<file path="src/rtl/blank_pkg.sv">
package blank_pkg;
  // Events decoded from the in-line cycle counter on an enabled tick.
  typedef struct packed {
    logic vis_end;   // last visible cycle completes
    logic line_end;  // last cycle of the line completes
  } line_evt_t;
endpackage

</file>
<file path="src/rtl/line_cycle_counter.sv">
module line_cycle_counter #(
  parameter int VIS_CYC  = 960,
  parameter int LINE_CYC = 1232
) (
  input  logic                  clk,
  input  logic                  rst,
  input  logic                  tick_en,
  output blank_pkg::line_evt_t  evt
);
  localparam int DW = $clog2(LINE_CYC);

  logic [DW-1:0] dot;

  always_comb begin
    evt.vis_end  = tick_en && (dot == DW'(VIS_CYC - 1));
    evt.line_end = tick_en && (dot == DW'(LINE_CYC - 1));
  end

  always_ff @(posedge clk) begin
    if (rst)               dot <= '0;
    else if (evt.line_end) dot <= '0;
    else if (tick_en)      dot <= dot + DW'(1);
  end

  // the two events never coincide
  a_r3_events_distinct: assert property (@(posedge clk) disable iff (rst)
    !(evt.vis_end && evt.line_end));
endmodule

</file>
<file path="src/rtl/scanline_counter.sv">
module scanline_counter #(
  parameter int V_TOTAL = 228,
  localparam int LW = $clog2(V_TOTAL)
) (
  input  logic          clk,
  input  logic          rst,
  input  logic          line_end,
  output logic [LW-1:0] line
);
  always_ff @(posedge clk) begin
    if (rst) line <= '0;
    else if (line_end)
      line <= (line == LW'(V_TOTAL - 1)) ? '0 : line + LW'(1);
  end

  a_r4_wrap: assert property (@(posedge clk) disable iff (rst)
    (line == '0) && (line != $past(line)) |-> $past(line) == LW'(V_TOTAL - 1));
  a_r4_step: assert property (@(posedge clk) disable iff (rst)
    (line != '0) && (line != $past(line)) |-> line == $past(line) + LW'(1));
endmodule

</file>
<file path="src/rtl/blank_flags.sv">
module blank_flags #(
  parameter int V_VISIBLE = 160,
  parameter int V_TOTAL   = 228,
  localparam int LW = $clog2(V_TOTAL)
) (
  input  logic                 clk,
  input  logic                 rst,
  input  blank_pkg::line_evt_t evt,
  input  logic [LW-1:0]        line,
  output logic                 hblank,
  output logic                 vblank,
  output logic                 hdma_req,
  output logic                 vdma_req,
  output logic                 ref_latch
);
  logic enter_vbl, leave_vbl;

  // Entering line V_VISIBLE sets vblank; entering the last line clears it.
  assign enter_vbl = evt.line_end && (line == LW'(V_VISIBLE - 1));
  assign leave_vbl = evt.line_end && (line == LW'(V_TOTAL - 2));

  always_ff @(posedge clk) begin
    if (rst) begin
      hblank    <= 1'b0;
      vblank    <= 1'b0;
      hdma_req  <= 1'b0;
      vdma_req  <= 1'b0;
      ref_latch <= 1'b0;
    end else begin
      if (evt.line_end)     hblank <= 1'b0;
      else if (evt.vis_end) hblank <= 1'b1;
      if (enter_vbl)        vblank <= 1'b1;
      else if (leave_vbl)   vblank <= 1'b0;
      hdma_req  <= evt.vis_end && !vblank;
      vdma_req  <= enter_vbl;
      ref_latch <= enter_vbl;
    end
  end

  a_r7_hdma_outside_vbl: assert property (@(posedge clk) disable iff (rst)
    hdma_req |-> !vblank);
  a_r7_hdma_on_hbl_rise: assert property (@(posedge clk) disable iff (rst)
    hdma_req |-> $rose(hblank));
  a_r8_vdma_on_vbl_rise: assert property (@(posedge clk) disable iff (rst)
    vdma_req |-> $rose(vblank));
  a_r10_hdma_one_wide: assert property (@(posedge clk) disable iff (rst)
    hdma_req |=> !hdma_req);
  a_r10_vdma_one_wide: assert property (@(posedge clk) disable iff (rst)
    vdma_req |=> !vdma_req);
endmodule

</file>
<file path="src/rtl/blank_dma_trigger.sv">
module blank_dma_trigger #(
  parameter int H_VISIBLE_PX = 240,
  parameter int CYC_PER_PX   = 4,
  parameter int H_BLANK_CYC  = 272,
  parameter int V_VISIBLE    = 160,
  parameter int V_TOTAL      = 228,
  localparam int LW = $clog2(V_TOTAL)
) (
  input  logic          clk,
  input  logic          rst,
  input  logic          tick_en,
  output logic [LW-1:0] scanline,
  output logic          hblank,
  output logic          vblank,
  output logic          hblank_dma_req,
  output logic          vblank_dma_req,
  output logic          affine_ref_latch
);
  localparam int VIS_CYC  = H_VISIBLE_PX * CYC_PER_PX;
  localparam int LINE_CYC = VIS_CYC + H_BLANK_CYC;

  blank_pkg::line_evt_t evt;

  line_cycle_counter #(.VIS_CYC(VIS_CYC), .LINE_CYC(LINE_CYC)) u_dot (
    .clk(clk), .rst(rst), .tick_en(tick_en), .evt(evt)
  );

  scanline_counter #(.V_TOTAL(V_TOTAL)) u_line (
    .clk(clk), .rst(rst), .line_end(evt.line_end), .line(scanline)
  );

  blank_flags #(.V_VISIBLE(V_VISIBLE), .V_TOTAL(V_TOTAL)) u_flags (
    .clk(clk), .rst(rst), .evt(evt), .line(scanline),
    .hblank(hblank), .vblank(vblank), .hdma_req(hblank_dma_req),
    .vdma_req(vblank_dma_req), .ref_latch(affine_ref_latch)
  );

  a_r2_stall_holds: assert property (@(posedge clk) disable iff (rst)
    !tick_en |=> $stable(scanline) && $stable(hblank) && $stable(vblank)
                 && !hblank_dma_req && !vblank_dma_req && !affine_ref_latch);
  a_r5_vbl_set_line: assert property (@(posedge clk) disable iff (rst)
    $rose(vblank) |-> scanline == LW'(V_VISIBLE));
  a_r6_vbl_clear_line: assert property (@(posedge clk) disable iff (rst)
    $fell(vblank) |-> scanline == LW'(V_TOTAL - 1));
  a_r9_latch_with_vdma: assert property (@(posedge clk) disable iff (rst)
    affine_ref_latch |-> vblank_dma_req && $rose(vblank));
  a_r3_hbl_clear_newline: assert property (@(posedge clk) disable iff (rst)
    $fell(hblank) |-> scanline != $past(scanline));
endmodule

</file>
<file path="config.mk">
export PLATFORM = sky130hd
export DESIGN_NAME = blank_dma_trigger
export DESIGN_NICKNAME = d
export VERILOG_FILES = /design/src/rtl/blank_pkg.sv /design/src/rtl/line_cycle_counter.sv /design/src/rtl/scanline_counter.sv /design/src/rtl/blank_flags.sv /design/src/rtl/blank_dma_trigger.sv
export SDC_FILE = /design/constraint.sdc
export NUM_CORES = 1
export LEC_CHECK = 0
export CAP_MARGIN = 20
export CORE_MARGIN = 3
export CORE_UTILIZATION = 32
export CTS_CLUSTER_DIAMETER = 40
export DETAILED_ROUTE_END_ITERATION = 6
export SYNTH_ARGS = -nofsm -noshare
export SYNTH_HDL_FRONTEND = slang
export SYNTH_SLANG_ARGS = --single-unit
</file>
<file path="constraint.sdc">
create_clock -name clk -period 1.6 [get_ports clk]
set_input_delay 0.32 -clock clk [delete_from_list [all_inputs] [get_ports clk]]
set_output_delay 0.32 -clock clk [all_outputs]
set_load 0.01 [all_outputs]
</file>
==> impl_metrics.yaml <==
cells_and_area:
  final_layout_size_suffix_gt1_share_pct: 27.3
  stdcell_area_sq_mm: 0.00156
  fillCellCount: 330
  finish.utilization_pct: 45.9
  stdcell_count: 207
  area_delta_synth_final_pct: 36.6
  diodes: 0
  layout.nets: 168
worst_hold_path:
  min_from: "u_flags.hblank"
  min_delay_worst_endpoint: "u_flags.hblank"
  hold_path.class: "reg -> reg"
  holdPathStages: 2
timing:
  skew_ps: 2.51
  whs_ps: 451
  fin_crit_sh_pct: 96.5
  fmax_ghz: 0.648
  final_hold_viol_count: 0
  tightest_slew_ps: 329
  maxSlewViolCount: 0
  finalSetupViolCount: 0
  post-route-min-period_ps: 1540
  max_slew_margin_pct: 77.9
  fin_tns_setup_ps: 0
place:
  place_inst: 198
  dpl_cell_area_sq_mm: 0.00144
  io_buffers: 15
  gp_congestion: 0.773
  dpl.hpwl_mm: 1.89
worst_setup_path:
  critPathTopFamily: "buffers and inverters"
  crit_type: "reg -> out"
  reg2reg_from: "u_dot.dot[0]"
  crit_arrival_ps: 1220
  slowest_stage: "clkdlybuf4s50_1"
  crit_chain: "clkdlybuf4s50_1"
  r2r_end: "u_line.line[7]"
  cp.required_ps: 1280
  max_stage_delay_ps: 530
  r2r_cells: 6
  crit_path_start_kind: "flip-flop"
  r2r_slack_ps: 70
  crit_buf_inv: 1
  endpoint_kind: "output port"
  worstPathMaxFanout: 6
power:
  power_density_mw_per_mm2: 574
  vdd_ir_drop_max_uv: 385
  switching_share_pct: 21.7
  p_leak_nw: 0.622
  p_comb_share_pct: 6.3
  power_frac_clock_pct: 29.4
  p_switching_uw: 194
  p_int_uw: 699
  sequentialPowerShare_pct: 64.3
clocking:
  cts_buffer_depth: 2
  clock_latency_ps: 300
  cts_buffers: 3
  cts_tree: "done"
  clkTransAtPathRegs_ps: 120
  clock_sinks: 23
  cts_max_level: 1
  ctsHoldBuffers: 0
  clockRootBuffer: "clkbuf_4"
synth:
  synthFlopType: "dfxtp_1"
  synth_nets: 132
  netlist_top_cells_area: "dfxtp_1 (40%), xnor2_1 (6.1%), nor2_1 (4.9%), a21oi_1 (4.4%), nand2_1 (3.6%)"
  yosysMostFrequentCell: "dfxtp_1"
  async_flop_share_pct: 0
  synth.largest_area_cell: "dfxtp_1"
  synthesis.instances: 126
  synth.avg_cell_area_sq_um: 9.05
  syn_area_sq_mm: 0.00114
  synthTopCellsByCount: "dfxtp_1 (23), nor2_1 (15), nand2_1 (11)"
  yosysSeqAreaShare_pct: 40.4
  ys_types: 38
  synth_edf_count: 0
  netlist.area_leader.share_pct: 40.4
  synth_seq_cells: 23
  yosys_warnings: 0
detailed_routing:
  vias: 1035
  wl_per_cell_microns: 12.6
  vias_per_cell: 5.00
  drt_iter0_drc: 44
  ant_nets: 0
  drt_wl_total_mm: 2.60
  dr.pass1.iters: 4
  drc: 0
global_routing:
  grt_max_degree: 13
  grt.overflow.total: 0
  grt_use_total_pct: 12.4
  grt_pass1_wl_mm: 4.34
  grt_antenna_before_repair: 0
  grt_pass1_vias: 1024
status:
  status: "finished, final reports clean"
die:
  die_y_microns: 65.7
  coreArea_sq_mm: 0.00339
  die_w_microns: 65.7
  row_count: 21
  io_pins: 16
  die_area_sq_mm: 0.00431
  start_util_pct: 33.6
job:
  maxCapViolations: 0
-- power by group through the flow --
stage               registers [mW]  logic, mW  clock network, mW
finish                       0.574     0.0564              0.263
global route                 0.575     0.0626              0.299
CTS                          0.577     0.0566              0.271
detailed placement           0.594     0.0563                  0
global placement             0.594     0.0544                  0
floorplan                    0.596     0.0218                  0
-- sequential cells by signal, summed over array words and instances (netlist names) --
name	count
u_flags.ref_latch	1
u_dot.dot	11
u_line.line	8
u_flags.hdma_req	1
u_flags.vblank	1
u_flags.hblank	1
-- cells in the final DEF (no fill, tap or decap), types with 2 or more instances in the layout --
cell type	n
nand3_1	6
buf_4	17
and3_1	3
nor4_1	2
o21ai_0	4
ha_1	3
nand2b_1	3
nand4_1	5
or4_1	2
inv_1	2
a21oi_1	9
clkbuf_4	3
xnor2_1	8
dfxtp_4	5
dlymetal6s2s_1	4
dfxtp_2	4
clkdlybuf4s50_1	10
dfxtp_1	14
nor2_1	15
xor2_1	2
nor3_1	3
nand2_1	11
-- kinds of logic (layout without fill, tap and decap cells) --
logic type | Yosys count | in the layout | share of synthesized area, %
and+or+nand+nor | 65 | 66 | 35.3
DFF | 23 | 23 | 40.4
AOI/OAI and AO/OA | 18 | 18 | 8.56
xor gates and xnor gates | 10 | 10 | 7.68
buffers and inverters | 6 | 40 | 3.84
adders and majority gates | 3 | 3 | 3.29
muxes | 1 | 1 | 0.878
-- final cells by class --
cell class              instances  area, sq um  area share [%]
repair buffers                 34          318            20.4
clock buffers                   4         26.3            1.69
flip-flops and latches         23          484            31.1
multi-input cells              98          663            42.6
inverters                       2         7.51           0.482
well taps                      46         57.6            3.70
-- per-stage QoR --
stage / setup slack [ps] / power [mW]
global route: -2.45 / 0.936
finish: 55.8 / 0.893
floorplan: 48.5 / 0.617
global placement: -244 / 0.648
CTS: 2.33 / 0.905
detailed placement: -290 / 0.651
-- what timing repair did --
item | in CTS | in global routing
setup buffers | 0 | 4
gates resized for setup | 12 | 12
pin swaps | 0 | 4
cloned | 0 | 1
setup endpoints to repair | 9 | 23
-- how the worst max path moves through the flow --
stage	endpoint	cells after the start	from
final	scanline[4]	1	u_line.line[4]
after global routing	u_line.line[3]	6	u_dot.dot[0]
after CTS	u_line.line[3]	6	u_dot.dot[0]
after detailed placement	u_line.line[3]	6	tick_en
after global placement	u_line.line[7]	6	tick_en
after floorplan	u_line.line[7]	6	u_dot.dot[0]
-- per-layer routing --
layer | up-vias | wire length [microns] | GRT usage (%)
met5 | - | 0 | 0
met4 | 0 | 20 | 1.55
met3 | 2 | 95 | 3.76
met2 | 16 | 1340 | 23.0
met1 | 492 | 1150 | 14.1
li1 | 525 | - | -
Power figures use the tool's default switching activity.
